--- config.mk ---
export PLATFORM = sky130hd
export DESIGN_NAME = pgwr_buffer
export DESIGN_NICKNAME = d
export VERILOG_FILES = /design/src/rtl/pgwr_pkg.sv /design/src/rtl/pgwr_latch.sv /design/src/rtl/pgwr_seq.sv /design/src/rtl/pgwr_timer.sv /design/src/rtl/pgwr_buffer.sv
export SDC_FILE = /design/constraint.sdc
export NUM_CORES = 1
export LEC_CHECK = 0
export BUFFER_PORTS_ARGS = -buffer_cell sky130_fd_sc_hd__buf_4
export CORE_MARGIN = 2
export CORE_UTILIZATION = 40
export CTS_BUF_LIST = sky130_fd_sc_hd__clkbuf_4
export DETAILED_ROUTE_END_ITERATION = 12
export GPL_TIMING_DRIVEN = 1
export PLACE_DENSITY = 0.69
export SLEW_MARGIN = 0
export SYNTH_ARGS = -nofsm -noshare
export SYNTH_HDL_FRONTEND = slang
export SYNTH_SLANG_ARGS = --single-unit
--- constraint.sdc ---
create_clock -name clk -period 3.49 [get_ports clk]
set_input_delay 0.349 -clock clk [delete_from_list [all_inputs] [get_ports clk]]
set_output_delay 0.349 -clock clk [all_outputs]
set_load 0.02 [all_outputs]
--- src/rtl/pgwr_pkg.sv ---
package pgwr_pkg;

    localparam int BYTE_W = 8;

    typedef logic [BYTE_W-1:0] byte_t;

    // transaction phase of the collector
    typedef enum logic [1:0] {
        TX_IDLE = 2'd0,   // no word address pending
        TX_OPEN = 2'd1,   // collecting data bytes
        TX_DEAD = 2'd2    // overrun or refused: drop at STOP
    } tx_state_e;

    // bus events from the bit engine, bundled
    typedef struct packed {
        logic rstart;
        logic addr;
        logic stop;
        logic data;
    } bus_evt_t;

    // next in-page lane index, wrapping at the page size
    function automatic int unsigned lane_step(input int unsigned lane,
                                              input int unsigned lanes);
        return (lane + 1) % lanes;
    endfunction

endpackage

--- src/rtl/pgwr_latch.sv ---
module pgwr_latch
    import pgwr_pkg::*;
#(
    parameter  int IDX_W = 4,
    localparam int NB    = 1 << IDX_W
) (
    input  logic                 clk,
    input  logic                 rst,
    input  logic                 clr,
    input  logic                 we,
    input  logic [IDX_W-1:0]     idx,
    input  byte_t                din,
    output logic [NB*BYTE_W-1:0] data_flat,
    output logic [NB-1:0]        valid
);

    for (genvar g = 0; g < NB; g++) begin : g_lane
        byte_t lane_q;
        logic  vld_q;

        always_ff @(posedge clk) begin
            if (rst) begin
                lane_q <= '0;
                vld_q  <= 1'b0;
            end else if (clr) begin
                vld_q  <= 1'b0;
            end else if (we && (idx == IDX_W'(g))) begin
                lane_q <= din;
                vld_q  <= 1'b1;
            end
        end

        assign data_flat[g*BYTE_W +: BYTE_W] = lane_q;
        assign valid[g]                      = vld_q;
    end

endmodule

--- src/rtl/pgwr_seq.sv ---
module pgwr_seq
    import pgwr_pkg::*;
#(
    parameter  int ADDR_W = 10,
    parameter  int IDX_W  = 4,
    localparam int NB     = 1 << IDX_W,
    localparam int CNT_W  = IDX_W + 1
) (
    input  logic              clk,
    input  logic              rst,
    input  logic              busy,
    input  bus_evt_t          evt,
    input  logic [ADDR_W-1:0] addr_in,
    input  logic              wr_permit,
    output logic [ADDR_W-1:0] ptr,
    output logic              lat_we,
    output logic [IDX_W-1:0]  lat_idx,
    output logic              lat_clr,
    output logic              go,
    output logic              ack
);

    tx_state_e         state_q;
    logic [ADDR_W-1:0] ptr_q;
    logic [CNT_W-1:0]  cnt_q;
    logic              ack_q;
    logic              room;
    logic [IDX_W-1:0]  idx_nx;

    assign room    = cnt_q < CNT_W'(NB);
    assign idx_nx  = IDX_W'(lane_step(int'(ptr_q[IDX_W-1:0]), NB));
    assign lat_idx = ptr_q[IDX_W-1:0];

    // event decode; priority rstart > addr > stop > data, nothing while busy
    always_comb begin
        lat_we  = 1'b0;
        lat_clr = 1'b0;
        go      = 1'b0;
        if (!busy) begin
            if (evt.rstart || evt.addr) begin
                lat_clr = 1'b1;
            end else if (evt.stop) begin
                go = (state_q == TX_OPEN) && (cnt_q != '0);
            end else if (evt.data) begin
                lat_we = (state_q == TX_OPEN) && wr_permit && room;
            end
        end
    end

    always_ff @(posedge clk) begin
        if (rst) begin
            state_q <= TX_IDLE;
            ptr_q   <= '0;
            cnt_q   <= '0;
            ack_q   <= 1'b0;
        end else begin
            ack_q <= lat_we;
            if (!busy) begin
                if (evt.rstart) begin
                    state_q <= TX_IDLE;
                    cnt_q   <= '0;
                end else if (evt.addr) begin
                    ptr_q   <= addr_in;
                    state_q <= TX_OPEN;
                    cnt_q   <= '0;
                end else if (evt.stop) begin
                    state_q <= TX_IDLE;
                end else if (evt.data && (state_q == TX_OPEN)) begin
                    if (lat_we) begin
                        ptr_q <= {ptr_q[ADDR_W-1:IDX_W], idx_nx};
                        cnt_q <= cnt_q + 1'b1;
                    end else begin
                        state_q <= TX_DEAD;
                    end
                end
            end
        end
    end

    assign ptr = ptr_q;
    assign ack = ack_q;

endmodule

--- src/rtl/pgwr_timer.sv ---
module pgwr_timer #(
    parameter  int CYCLE_TICKS = 5000,
    localparam int TC_W        = $clog2(CYCLE_TICKS + 1)
) (
    input  logic clk,
    input  logic rst,
    input  logic go,
    input  logic tick,
    output logic busy,
    output logic req
);

    logic [TC_W-1:0] tc_q;
    logic            busy_q;
    logic            req_q;

    always_ff @(posedge clk) begin
        if (rst) begin
            busy_q <= 1'b0;
            req_q  <= 1'b0;
            tc_q   <= '0;
        end else begin
            req_q <= go;
            if (go) begin
                busy_q <= 1'b1;
                tc_q   <= '0;
            end else if (busy_q && tick) begin
                if (tc_q == TC_W'(CYCLE_TICKS - 1)) begin
                    busy_q <= 1'b0;
                end else begin
                    tc_q <= tc_q + 1'b1;
                end
            end
        end
    end

    assign busy = busy_q;
    assign req  = req_q;

endmodule

--- src/rtl/pgwr_buffer.sv ---
module pgwr_buffer
    import pgwr_pkg::*;
#(
    parameter  int ADDR_W      = 10,
    parameter  int IDX_W       = 4,
    parameter  int CYCLE_TICKS = 5000,
    localparam int NB          = 1 << IDX_W,
    localparam int PAGE_W      = ADDR_W - IDX_W
) (
    input  logic                 clk,
    input  logic                 rst,
    input  logic                 dev_sel,
    input  logic                 addr_load,
    input  logic [ADDR_W-1:0]    addr_in,
    input  logic                 data_stb,
    input  logic [BYTE_W-1:0]    data_in,
    input  logic                 stop_evt,
    input  logic                 rstart_evt,
    input  logic                 wr_permit,
    input  logic                 tick,
    output logic                 dev_ack,
    output logic                 byte_ack,
    output logic                 busy,
    output logic [ADDR_W-1:0]    ptr_out,
    output logic                 commit_req,
    output logic [PAGE_W-1:0]    commit_page,
    output logic [NB-1:0]        commit_mask,
    output logic [NB*BYTE_W-1:0] commit_data
);

    bus_evt_t         evt;
    logic             lat_we;
    logic             lat_clr;
    logic [IDX_W-1:0] lat_idx;
    logic             go;
    logic             busy_w;
    logic             dev_ack_q;

    assign evt = '{rstart: rstart_evt, addr: addr_load,
                   stop: stop_evt, data: data_stb};

    pgwr_seq #(.ADDR_W(ADDR_W), .IDX_W(IDX_W)) seq_i (
        .clk      (clk),
        .rst      (rst),
        .busy     (busy_w),
        .evt      (evt),
        .addr_in  (addr_in),
        .wr_permit(wr_permit),
        .ptr      (ptr_out),
        .lat_we   (lat_we),
        .lat_idx  (lat_idx),
        .lat_clr  (lat_clr),
        .go       (go),
        .ack      (byte_ack)
    );

    pgwr_latch #(.IDX_W(IDX_W)) latch_i (
        .clk      (clk),
        .rst      (rst),
        .clr      (lat_clr),
        .we       (lat_we),
        .idx      (lat_idx),
        .din      (data_in),
        .data_flat(commit_data),
        .valid    (commit_mask)
    );

    pgwr_timer #(.CYCLE_TICKS(CYCLE_TICKS)) timer_i (
        .clk (clk),
        .rst (rst),
        .go  (go),
        .tick(tick),
        .busy(busy_w),
        .req (commit_req)
    );

    // device address is refused while the erase/write window is open
    always_ff @(posedge clk) begin
        if (rst) dev_ack_q <= 1'b0;
        else     dev_ack_q <= dev_sel && !busy_w;
    end

    assign dev_ack     = dev_ack_q;
    assign busy        = busy_w;
    assign commit_page = ptr_out[ADDR_W-1:IDX_W];

endmodule

### Word-level counts from Yosys, hierarchy flattened

Cells that the tools add are included.

* add/sub/neg operators: 3
* $mul: 0
* div/mod/pow operators: 0
* $lt $le $gt $ge: 1
* equal/unequal tests: 20
* shifts and indexed selects: 0
* muxes and demuxes: 26
* bitwise gates (word level): 4
* reduce and logical (&&, ||, !) cells: 57

Operator list (number)
* 2-bit AND reduction: 18
* 4-bit == test (second input constant): 8
* 10-bit two-way mux: 3
* 5-bit two-way mux: 5
* 1-bit logical AND: 22
* 4-bit by 3-bit == test with 1-bit output (second input constant): 4
* 13-bit by 1-bit adder with 13-bit output (second input constant): 1
* 13-bit == test (second input constant): 1
* 1-bit two-way mux: 12
* 2-bit two-way mux: 5
* 4-bit by 2-bit == test with 1-bit output (second input constant): 2
* 2-bit nonzero test: 4
* 3-bit AND reduction: 2
* 3-bit nonzero test: 2
* 5-bit by 1-bit adder with 5-bit output (second input constant): 1
* 5-bit < comparator (second input constant): 1
* 5-bit AND reduction: 1
* 5-bit nonzero test: 1
* 4-bit by 1-bit adder with 4-bit output (second input constant): 1
* 4-bit by 1-bit == test with 1-bit output (second input constant): 1
* 4-bit logical NOT: 1
* 4-bit two-way mux: 1
* 4-bit != test (second input constant): 1
* 1-bit inverter: 4
* 8 further kinds: 9

* bits in registers: 178
* latch bits: 0
* bits in writable memories: 0
* memory bits (read-only): 0
* input bits: 27
* output and inout port bits: 164
* logic and storage cells: 152
* memories kept: 0

### Longest topological paths before layout

Gate-level depths: netlist of the first run.

* depth in word-level cells: 12
* depth in mapped cells: 7

### Modules after synthesis

From an unflattened synthesis of the first run, not the netlist that was laid out.

* cell total of the unflattened synthesis: 718
* area total of the unflattened synthesis: 7413.4 um2

Modules (own cells, without submodules)
* pgwr_latch: instances 1, cells each 526, area each 5674.2 um2
* pgwr_seq: instances 1, cells each 104, area each 959.7 um2
* pgwr_timer: instances 1, cells each 80, area each 701.9 um2
* pgwr_buffer: instances 1, cells each 8, area each 77.6 um2

### Least setup slack after synthesis of the first run

OpenSTA, ideal clock, no wires.

* kind: register to register
* start point: register seq_i.ptr_q[0] (netlist: seq_i.ptr[0])
* end point: register latch_i.g_lane[0].lane_q[0]
* data arrival time: 1.914 ns
* required time: 3.358 ns
* setup slack: 1.444 ns
* stages on the path, launching flop included: 8
* path buffers: 1
* period minus slack after synthesis: 2.046 ns
* cell sequence: dfxtp_1 > inv_1 > ha_1 > or4b_4 > or4_1 > buf_2 > nand2_1 > a21oi_1

* word-level cells in the longest chain between the ends: 3

Ends and longest elaborated chain
* start: declaration: RTL line pgwr_seq.sv:24 `logic [ADDR_W-1:0] ptr_q;`
* start signal: assignment: RTL line pgwr_seq.sv:63 `ptr_q <= addr_in;`
* start signal: assignment: RTL line pgwr_seq.sv:70 `ptr_q <= {ptr_q[ADDR_W-1:IDX_W], idx_nx};`
* 4-bit logical NOT: RTL line pgwr_latch.sv:27 `end else if (we && (idx == IDX_W'(g))) begin`
* 1-bit logical AND: RTL line pgwr_latch.sv:27
* 2-bit AND reduction (no line)
* end signal: assignment: RTL line pgwr_latch.sv:28 `lane_q <= din;`
* end: declaration: RTL line pgwr_latch.sv:18 `byte_t lane_q;`

No other way between the ends.
A chain may end at the register's enable or synchronous reset.

### Worst setup path in the final report of the first run

* start point: register seq_i.cnt_q[4]
* end point: register latch_i.g_lane[6].lane_q[6]

* word-level cells in the longest chain between the ends: 8

Ends and longest elaborated chain
* start: declaration: RTL line pgwr_seq.sv:25 `logic [CNT_W-1:0] cnt_q;`
* start signal: assignment: RTL line pgwr_seq.sv:71 `cnt_q <= cnt_q + 1'b1;`
* 5-bit < comparator: RTL line pgwr_seq.sv:30 `assign room = cnt_q < CNT_W'(NB);`
* 1-bit logical AND: RTL line pgwr_seq.sv:45 `lat_we = (state_q == TX_OPEN) && wr_permit && room;`
* 1-bit two-way mux: RTL line pgwr_seq.sv:44 `end else if (evt.data) begin`
* 1-bit two-way mux: RTL line pgwr_seq.sv:42 `end else if (evt.stop) begin`
* 1-bit two-way mux: RTL line pgwr_seq.sv:40 `if (evt.rstart || evt.addr) begin`
* 1-bit two-way mux: RTL line pgwr_seq.sv:39 `if (!busy) begin`
* 1-bit logical AND: RTL line pgwr_latch.sv:27
* 2-bit AND reduction (no line)
* end signal: assignment: RTL line pgwr_latch.sv:28
* end: declaration: RTL line pgwr_latch.sv:18

No other way between the ends.

==> results of run 1 <==
==> layout make-up <==
class,instances,area [sq um],share of cell area
diodes,1,2.50,0.000283
flip-flops and latches,178,3560,0.403
inverters,6,22.5,0.00255
well taps,225,282,0.0318
clock buffers,17,128,0.0144
repair buffers,204,1560,0.176
clock inverters,15,173,0.0195
multi-input cells,519,3120,0.352
==> repair_timing <==
item / in CTS / in global routing
hold buffers: 7 / 0
resized for setup: 0 / 0
endpoints found under the hold margin: 7 / 0
==> synthesized netlist by cell type (2+ instances only) <==
cell type and n:
sky130_fd_sc_hd__nand3_1 10, sky130_fd_sc_hd__nor4b_1 2, sky130_fd_sc_hd__clkbuf_1 37, sky130_fd_sc_hd__nand2b_1 5, sky130_fd_sc_hd__ha_1 7, sky130_fd_sc_hd__xor2_1 7
sky130_fd_sc_hd__nand4_1 11, sky130_fd_sc_hd__xnor2_1 2, sky130_fd_sc_hd__nor2b_1 2, sky130_fd_sc_hd__nor3_1 3, sky130_fd_sc_hd__and2_1 2, sky130_fd_sc_hd__dfxtp_1 178
sky130_fd_sc_hd__or3_1 3, sky130_fd_sc_hd__buf_6 7, sky130_fd_sc_hd__nor4_2 2, sky130_fd_sc_hd__buf_2 5, sky130_fd_sc_hd__a32oi_1 2, sky130_fd_sc_hd__o21ai_0 5
sky130_fd_sc_hd__buf_4 27, sky130_fd_sc_hd__nand2_1 134, sky130_fd_sc_hd__or4_1 4, sky130_fd_sc_hd__o41ai_1 3, sky130_fd_sc_hd__inv_1 6, sky130_fd_sc_hd__nor4bb_1 4
sky130_fd_sc_hd__nor2_1 122, sky130_fd_sc_hd__nor4_1 4, sky130_fd_sc_hd__or4b_4 4, sky130_fd_sc_hd__a21oi_1 71, sky130_fd_sc_hd__and4_1 9, sky130_fd_sc_hd__nor4_4 7
sky130_fd_sc_hd__mux2i_1 73, sky130_fd_sc_hd__a31oi_1 2
==> kinds of logic after synthesis <==
logic type	Yosys count	synth area share
simple gates	337	0.234
flops	178	0.500
compound gates	93	0.0736
buf+inv	83	0.0662
mux	73	0.103
xor+xnor	9	0.0111
fa+ha+maj	7	0.0123
==> critical path: stages, from the launching register on <==
cell and delay (ns):
sky130_fd_sc_hd__dfxtp_1 0.38, sky130_fd_sc_hd__or3b_1 0.83, sky130_fd_sc_hd__nor4_4 0.90, sky130_fd_sc_hd__mux2i_1 0.26, sky130_fd_sc_hd__nor2_1 0.05
==> stage by stage <==
stage,instance area (sq um),hold WS (ns),worst slack (ns),cells
floorplan,7120,0.442,1.44,780
global placement,8480,0.439,0.870,1125
detailed placement,8480,0.444,0.842,1125
CTS,8850,0.0504,0.927,1164
global route,8850,0.0342,0.819,1165
finish,8850,0.0855,0.942,1165
==> flip-flops by register name, indices dropped and copies added, names as in the netlist <==
| register | cells |
|---|---|
| latch_i.g_lane.lane_q | 128 |
| latch_i.g_lane.vld_q | 16 |
| timer_i.tc_q | 13 |
| seq_i.ptr | 10 |
| seq_i.cnt_q | 5 |
| seq_i.state_q | 2 |
| dev_ack | 1 |
| seq_i.ack | 1 |
| timer_i.busy | 1 |
| timer_i.req | 1 |
==> layer usage <==
| metal | track usage | vias to the layer above | routed length [um] |
|---|---|---|---|
| met5 | 0 | - | 0 |
| met4 | 0.0590 | 0 | 233 |
| met3 | 0.0780 | 18 | 1650 |
| met2 | 0.317 | 187 | 8730 |
| met1 | 0.258 | 2730 | 8550 |
| li1 | - | 2913 | - |
==> path summary, 6_finish.rpt <==
kind / slack (ns) / end / depth (start not counted)
setup reg to reg: 0.94 / latch_i.g_lane[6].lane_q[6] / 4
setup / recovery: 0.94 / latch_i.g_lane[6].lane_q[6] / 4
hold reg to reg: 0.46 / latch_i.g_lane[0].lane_q[3] / 2
hold / removal: 0.09 / seq_i.ptr[2] / 3
==> power by group <==
group          leakage (nW)  internal, mW  switching, mW
Sequential             1.43          2.04        0.00909
Combinational          1.80        0.0603          0.134
Clock                 0.163         0.446          0.770
==> metrics.txt, run 1 <==
# TYPE chip_impl_metric gauge
chip_impl_metric{name="cp.arrival",unit="ns"} 3.02
chip_impl_metric{name="cts-htree-levels",unit=""} 4
chip_impl_metric{name="dp.final_hpwl",unit="um"} 12900
chip_impl_info{name="cp-startpoint",value="seq_i.cnt_q[4]"} 1
chip_impl_info{name="commonest_non_fill_non_tap_cells_in_the_layout",value="196 x sky130_fd_sc_hd__buf_4, 178 x sky130_fd_sc_hd__dfxtp_1, 134 x sky130_fd_sc_hd__nand2_1"} 1
chip_impl_metric{name="post-layout-total-power",unit="mW"} 3.46
chip_impl_metric{name="fmaxAchievable",unit="GHz"} 0.393
chip_impl_metric{name="top_level_ports",unit=""} 191
chip_impl_metric{name="worstMarginPinSlew",unit="ns"} 1.16
chip_impl_metric{name="post_route_cells_drive_above_1_share",unit=""} 0.264
chip_impl_metric{name="antenna_found_initial",unit=""} 1
chip_impl_info{name="worst-setup-path-type",value="flop to flop"} 1
chip_impl_info{name="ys_top_cells_by_area",value="sky130_fd_sc_hd__dfxtp_1 50%, sky130_fd_sc_hd__mux2i_1 10%, sky130_fd_sc_hd__nand2_1 7.1%"} 1
chip_impl_metric{name="firstDrtPassIters",unit=""} 6
chip_impl_metric{name="final.setup_skew",unit="ns"} 0.0236
chip_impl_metric{name="dieArea",unit="sq um"} 18900
chip_impl_metric{name="aggregate_routed_wire_length",unit="um"} 19200
chip_impl_metric{name="synth_largest_type_area_fraction",unit=""} 0.500
chip_impl_metric{name="synth-edff-count",unit=""} 0
chip_impl_metric{name="timing.final.max_slew_violations",unit=""} 0
chip_impl_info{name="hold_path_origin",value="addr_in[2]"} 1
chip_impl_metric{name="hold_violations",unit=""} 0
chip_impl_metric{name="drc_errors",unit=""} 0
chip_impl_info{name="cts_root_buffer",value="sky130_fd_sc_hd__clkbuf_4"} 1
chip_impl_metric{name="layout.core_utilization",unit=""} 0.510
chip_impl_metric{name="grt_first_pass_wirelength",unit="um"} 29100
chip_impl_info{name="hp-class",value="primary input to flop"} 1
chip_impl_metric{name="vias_per_cell",unit=""} 5.02
chip_impl_metric{name="floorplan.initialDensity",unit=""} 0.410
chip_impl_metric{name="cp_max_fo",unit=""} 18
chip_impl_metric{name="worst_skew_late_latency",unit="ns"} 0.60
chip_impl_metric{name="clock-sinks",unit=""} 178
chip_impl_metric{name="post_synth.cell_area_avg",unit="sq um"} 9.13
chip_impl_metric{name="worst_vdd_rail_ir_drop",unit="uV"} 305
chip_impl_metric{name="number_of_distinct_library_cells_after_synthesis",unit=""} 52
chip_impl_metric{name="final_layout_fill_cell_count",unit=""} 1637
chip_impl_info{name="cts_tree",value="built"} 1
chip_impl_metric{name="ant_nets",unit=""} 0
chip_impl_metric{name="worst_setup_hold_path_clk_slew",unit="ns"} 0.15
chip_impl_metric{name="num_vias",unit=""} 5848
chip_impl_metric{name="slew_headroom",unit=""} 0.226
chip_impl_metric{name="track_usage",unit=""} 0.202
chip_impl_metric{name="portBuffers",unit=""} 190
chip_impl_metric{name="final_global_route_overflow_total",unit=""} 0
chip_impl_info{name="final_common_cell",value="sky130_fd_sc_hd__buf_4"} 1
chip_impl_metric{name="ctsLongestPathBuffers",unit=""} 2
chip_impl_info{name="synth_ff_type",value="sky130_fd_sc_hd__dfxtp_1"} 1
chip_impl_metric{name="worst_ep_required_time",unit="ns"} 3.97
chip_impl_metric{name="synth-seq-cells",unit=""} 178
chip_impl_info{name="setup_repair_after_global_routing_missed_its_margin",value="no"} 1
chip_impl_metric{name="cellLeakagePower",unit="nW"} 3.40
chip_impl_metric{name="synth_warnings",unit=""} 0
chip_impl_metric{name="cts_made_buffers",unit=""} 17
chip_impl_info{name="cp-end-kind",value="flop"} 1
chip_impl_metric{name="area_growth_syn_to_layout",unit="%"} 24.2
chip_impl_metric{name="timing.final.setup_violations",unit=""} 0
chip_impl_metric{name="gpl.final_weighted_congestion",unit=""} 0.790
chip_impl_metric{name="die_w",unit="um"} 137
chip_impl_metric{name="iteration_0_drc_markers",unit=""} 394
chip_impl_metric{name="fp.dieH",unit="um"} 137
chip_impl_metric{name="final_min_period_over_clock_period",unit=""} 0.730
chip_impl_metric{name="placementRows",unit=""} 48
chip_impl_metric{name="synth_sequential_area_ratio",unit=""} 0.500
chip_impl_metric{name="final_nets",unit=""} 960
chip_impl_metric{name="netlist_area",unit="sq um"} 7120
chip_impl_metric{name="floorplan.core_area",unit="sq um"} 17400
chip_impl_info{name="yosys.area.top_type",value="sky130_fd_sc_hd__dfxtp_1"} 1
chip_impl_metric{name="cts.repair_timing.setup_buffer_count",unit=""} 0
chip_impl_info{name="crit-reg2reg-launch",value="seq_i.cnt_q[4]"} 1
chip_impl_metric{name="grt_pass1_vias",unit=""} 5406
chip_impl_metric{name="max_cap_viol_count",unit=""} 0
chip_impl_metric{name="power_density",unit="nW/um^2"} 391
chip_impl_metric{name="grt_max_degree",unit=""} 92
chip_impl_metric{name="mappedNetlistNets",unit=""} 814
chip_impl_info{name="critical_path.startpoint_type",value="flop"} 1
chip_impl_metric{name="wl_per_cell",unit="um"} 16.4
chip_impl_metric{name="final_worst_path_period_need",unit="ns"} 2.55
chip_impl_info{name="outcome",value="finished, final reports clean"} 1
chip_impl_metric{name="postSynth.asyncResetShare",unit=""} 0
chip_impl_metric{name="syn-instance-count",unit=""} 780
chip_impl_metric{name="finalSetupTns",unit="ns"} 0
Power figures use the tool's default switching activity.
==> inputs of run 2 (changes only) <==
--- a/config.mk
+++ b/config.mk
@@ -11,7 +11,7 @@
 export CTS_BUF_LIST = sky130_fd_sc_hd__clkbuf_4
 export DETAILED_ROUTE_END_ITERATION = 12
 export GPL_TIMING_DRIVEN = 1
-export PLACE_DENSITY = 0.69
+export PLACE_DENSITY = 0.72
 export SLEW_MARGIN = 0
 export SYNTH_ARGS = -nofsm -noshare
 export SYNTH_HDL_FRONTEND = slang
==> constraint.sdc (replaced) <==
create_clock -name clk -period 2.3 [get_ports clk]
set_input_delay 0.23 -clock clk [delete_from_list [all_inputs] [get_ports clk]]
set_output_delay 0.23 -clock clk [all_outputs]
set_load 0.02 [all_outputs]
==> run 2 against run 1 <==
Cell count grew 2.6%. Core utilization grew 1.4 points. Flip-flop and latch count is the same. Setup slack lost 0.79 ns. First-iteration DRC count shrank 25%. Wire length grew 1.1%. Total power grew 47%. Via count grew 1.8%. Sequential power grew 52%. Critical path depth grew 1. Fmax grew 19%. Critical endpoint is now latch_i.g_lane[3].lane_q[0].
==> metrics.txt, run 2 (synthesized netlist as in run 1, its figures left out) <==
# TYPE chip_impl_metric gauge
chip_impl_info{name="outcome",value="finished, final reports clean"} 1
chip_impl_info{name="hp-class",value="primary input to flop"} 1
chip_impl_metric{name="num_vias",unit=""} 5951
chip_impl_metric{name="cts.repair_timing.setup_buffer_count",unit=""} 0
chip_impl_info{name="setup_repair_after_global_routing_missed_its_margin",value="no"} 1
chip_impl_info{name="cp-end-kind",value="flop"} 1
chip_impl_metric{name="slew_headroom",unit=""} 0.478
chip_impl_info{name="critical_path.cell_chain",value="ha_1 > or4b_4 > or4_1 > nand2_1 > a21oi_1"} 1
chip_impl_metric{name="grt.met1_usage",unit=""} 0.253
chip_impl_metric{name="aggregate_routed_wire_length",unit="um"} 19400
chip_impl_metric{name="ant_nets",unit=""} 0
chip_impl_metric{name="final_worst_path_period_need",unit="ns"} 2.15
chip_impl_metric{name="floorplan.core_area",unit="sq um"} 17400
chip_impl_info{name="final_common_cell",value="sky130_fd_sc_hd__buf_4"} 1
chip_impl_metric{name="timing.final.setup_violations",unit=""} 0
chip_impl_metric{name="antenna_found_initial",unit=""} 2
chip_impl_metric{name="dieArea",unit="sq um"} 18900
chip_impl_metric{name="gpl.final_weighted_congestion",unit=""} 0.855
chip_impl_metric{name="final.setup_skew",unit="ns"} 0.0203
chip_impl_metric{name="placementRows",unit=""} 48
chip_impl_metric{name="max_cap_viol_count",unit=""} 0
chip_impl_metric{name="worst_slack",unit="ns"} 0.153
chip_impl_metric{name="met3_usage",unit=""} 0.0747
chip_impl_info{name="max_flop_register",value="latch_i.g_lane.lane_q"} 1
chip_impl_metric{name="worst_ep_required_time",unit="ns"} 2.71
chip_impl_metric{name="firstDrtPassIters",unit=""} 4
chip_impl_metric{name="final_layout_fill_cell_count",unit=""} 1613
chip_impl_metric{name="floorplan.initialDensity",unit=""} 0.410
chip_impl_metric{name="ctsLongestPathBuffers",unit=""} 2
chip_impl_metric{name="worst_skew_late_latency",unit="ns"} 0.56
chip_impl_info{name="grt_busiest_layer",value="met2"} 1
chip_impl_metric{name="die_w",unit="um"} 137
chip_impl_metric{name="clock-sinks",unit=""} 178
chip_impl_metric{name="power_density",unit="nW/um^2"} 561
chip_impl_metric{name="iteration_0_drc_markers",unit=""} 297
chip_impl_metric{name="cp.arrival",unit="ns"} 2.56
chip_impl_metric{name="post_route_cells_drive_above_1_share",unit=""} 0.275
chip_impl_metric{name="finalSetupTns",unit="ns"} 0
chip_impl_metric{name="worst_path_largest_cell_delay",unit="ns"} 0.58
chip_impl_metric{name="layout.core_utilization",unit=""} 0.523
chip_impl_metric{name="grt_first_pass_wirelength",unit="um"} 29100
chip_impl_metric{name="cts-htree-levels",unit=""} 4
chip_impl_metric{name="vias_per_cell",unit=""} 4.98
chip_impl_metric{name="use_met2",unit=""} 0.326
chip_impl_metric{name="pre_cts_ws",unit="ns"} 0.137
chip_impl_info{name="commonest_non_fill_non_tap_cells_in_the_layout",value="209 x sky130_fd_sc_hd__buf_4, 177 x sky130_fd_sc_hd__dfxtp_1, 134 x sky130_fd_sc_hd__nand2_1"} 1
chip_impl_info{name="cts_tree",value="built"} 1
chip_impl_metric{name="timing.final.max_slew_violations",unit=""} 0
chip_impl_info{name="cpMaxStageDelayCell",value="sky130_fd_sc_hd__or4_1"} 1
chip_impl_metric{name="post-layout-total-power",unit="mW"} 5.09
chip_impl_info{name="worst-setup-path-type",value="flop to flop"} 1
chip_impl_metric{name="fmaxAchievable",unit="GHz"} 0.466
chip_impl_metric{name="portBuffers",unit=""} 190
chip_impl_metric{name="track_usage",unit=""} 0.202
chip_impl_metric{name="worst_r2r_path_depth",unit=""} 5
chip_impl_metric{name="worstMarginPinSlew",unit="ns"} 0.783
chip_impl_metric{name="whs",unit="ns"} 0.0904
chip_impl_metric{name="final_nets",unit=""} 989
chip_impl_metric{name="cellLeakagePower",unit="nW"} 3.53
chip_impl_metric{name="dp.final_hpwl",unit="um"} 13100
chip_impl_info{name="critical_path.startpoint_type",value="flop"} 1
chip_impl_metric{name="drc_errors",unit=""} 0
chip_impl_metric{name="grt_pass1_vias",unit=""} 5550
chip_impl_metric{name="wl_per_cell",unit="um"} 16.2
chip_impl_metric{name="grt_max_degree",unit=""} 74
chip_impl_metric{name="fp.dieH",unit="um"} 137
chip_impl_metric{name="worst_vdd_rail_ir_drop",unit="uV"} 493
chip_impl_metric{name="hold_path_depth",unit=""} 4
chip_impl_metric{name="final_min_period_over_clock_period",unit=""} 0.934
chip_impl_metric{name="top_level_ports",unit=""} 191
chip_impl_metric{name="cts_made_buffers",unit=""} 17
chip_impl_metric{name="worst_setup_hold_path_clk_slew",unit="ns"} 0.14
chip_impl_info{name="largest_registers",value="latch_i.g_lane.lane_q (128), latch_i.g_lane.vld_q (16), timer_i.tc_q (13)"} 1
chip_impl_metric{name="area_growth_syn_to_layout",unit="%"} 27.5
chip_impl_metric{name="cp_max_fo",unit=""} 8
chip_impl_metric{name="hold_violations",unit=""} 0
chip_impl_metric{name="largest_register_ffs",unit=""} 128
chip_impl_info{name="cts_root_buffer",value="sky130_fd_sc_hd__clkbuf_4"} 1
chip_impl_metric{name="final_global_route_overflow_total",unit=""} 0
[run 2: cell types whose count changed in the layout (fill, tap and decap cells not counted), moves of 2 or more]
cell                            delta
sky130_fd_sc_hd__nor4_4            +2
sky130_fd_sc_hd__buf_2             +2
sky130_fd_sc_hd__clkinv_2          +2
sky130_fd_sc_hd__inv_6             -4
sky130_fd_sc_hd__dlygate4sd3_1    +13
sky130_fd_sc_hd__buf_4            +13
sky130_fd_sc_hd__clkinvlp_4        +3
sky130_fd_sc_hd__nor4_2            -2
[run 2: cell type report]
type                            count  area (sq um)  area share
Inverter                            6          22.5     0.00248
Tap cell                          225           282      0.0310
Sequential cell                   178          3560       0.392
Timing Repair Buffer              233          1810       0.199
Multi-Input combinational cell    519          3140       0.345
Clock inverter                     15           135      0.0149
Clock buffer                       17           128      0.0140
Antenna cell                        2          5.00    0.000551
[run 2: critical path, delay by kind of cell (launching register included)]
family / cells / cell delay (ns)
fa+ha+maj: 1 / 0.24
compound gates: 1 / 0.06
simple gates: 3 / 1.25
flops: 1 / 0.45
[run 2: report_power, final]
part	total, mW	internal (mW)	switching (mW)
sequential	3.11	3.10	0.0112
clock	1.66	0.546	1.11
combinational	0.325	0.113	0.212
[run 2: worst paths after layout]
| kind | slack [ns] | to | from |
|---|---|---|---|
| worst max-delay path | 0.15 | latch_i.g_lane[3].lane_q[0] | seq_i.ptr[1] |
| worst min-delay path | 0.09 | seq_i.cnt_q[0] | rstart_evt |
| worst max register to register | 0.15 | latch_i.g_lane[3].lane_q[0] | seq_i.ptr[1] |
| worst min register to register | 0.46 | latch_i.g_lane[2].lane_q[2] | latch_i.g_lane[2].lane_q[2] |
[run 2: per-layer routing]
layer / wire length, um / share of wire / vias to the layer above
met5: 0 / 0 / -
met4: 161 / 0.0083 / 0
met3: 1630 / 0.084 / 14
met2: 9260 / 0.48 / 189
met1: 8320 / 0.43 / 2778
li1: - / - / 2970
[run 2: stage by stage]
stage,instance area [sq um],cells
6_report,9080,1195
4_1_cts,9030,1190
5_1_grt,9080,1195
3_5_place_dp,8580,1139
2_1_floorplan,7120,780
3_3_place_gp,8580,1139
[run 2: timing repair]
item                                    4_1_cts  5_1_grt
endpoints found under the hold margin        40        2
resized for setup                             0        9
hold buffers                                 19        1
endpoints found under the setup margin        0       12
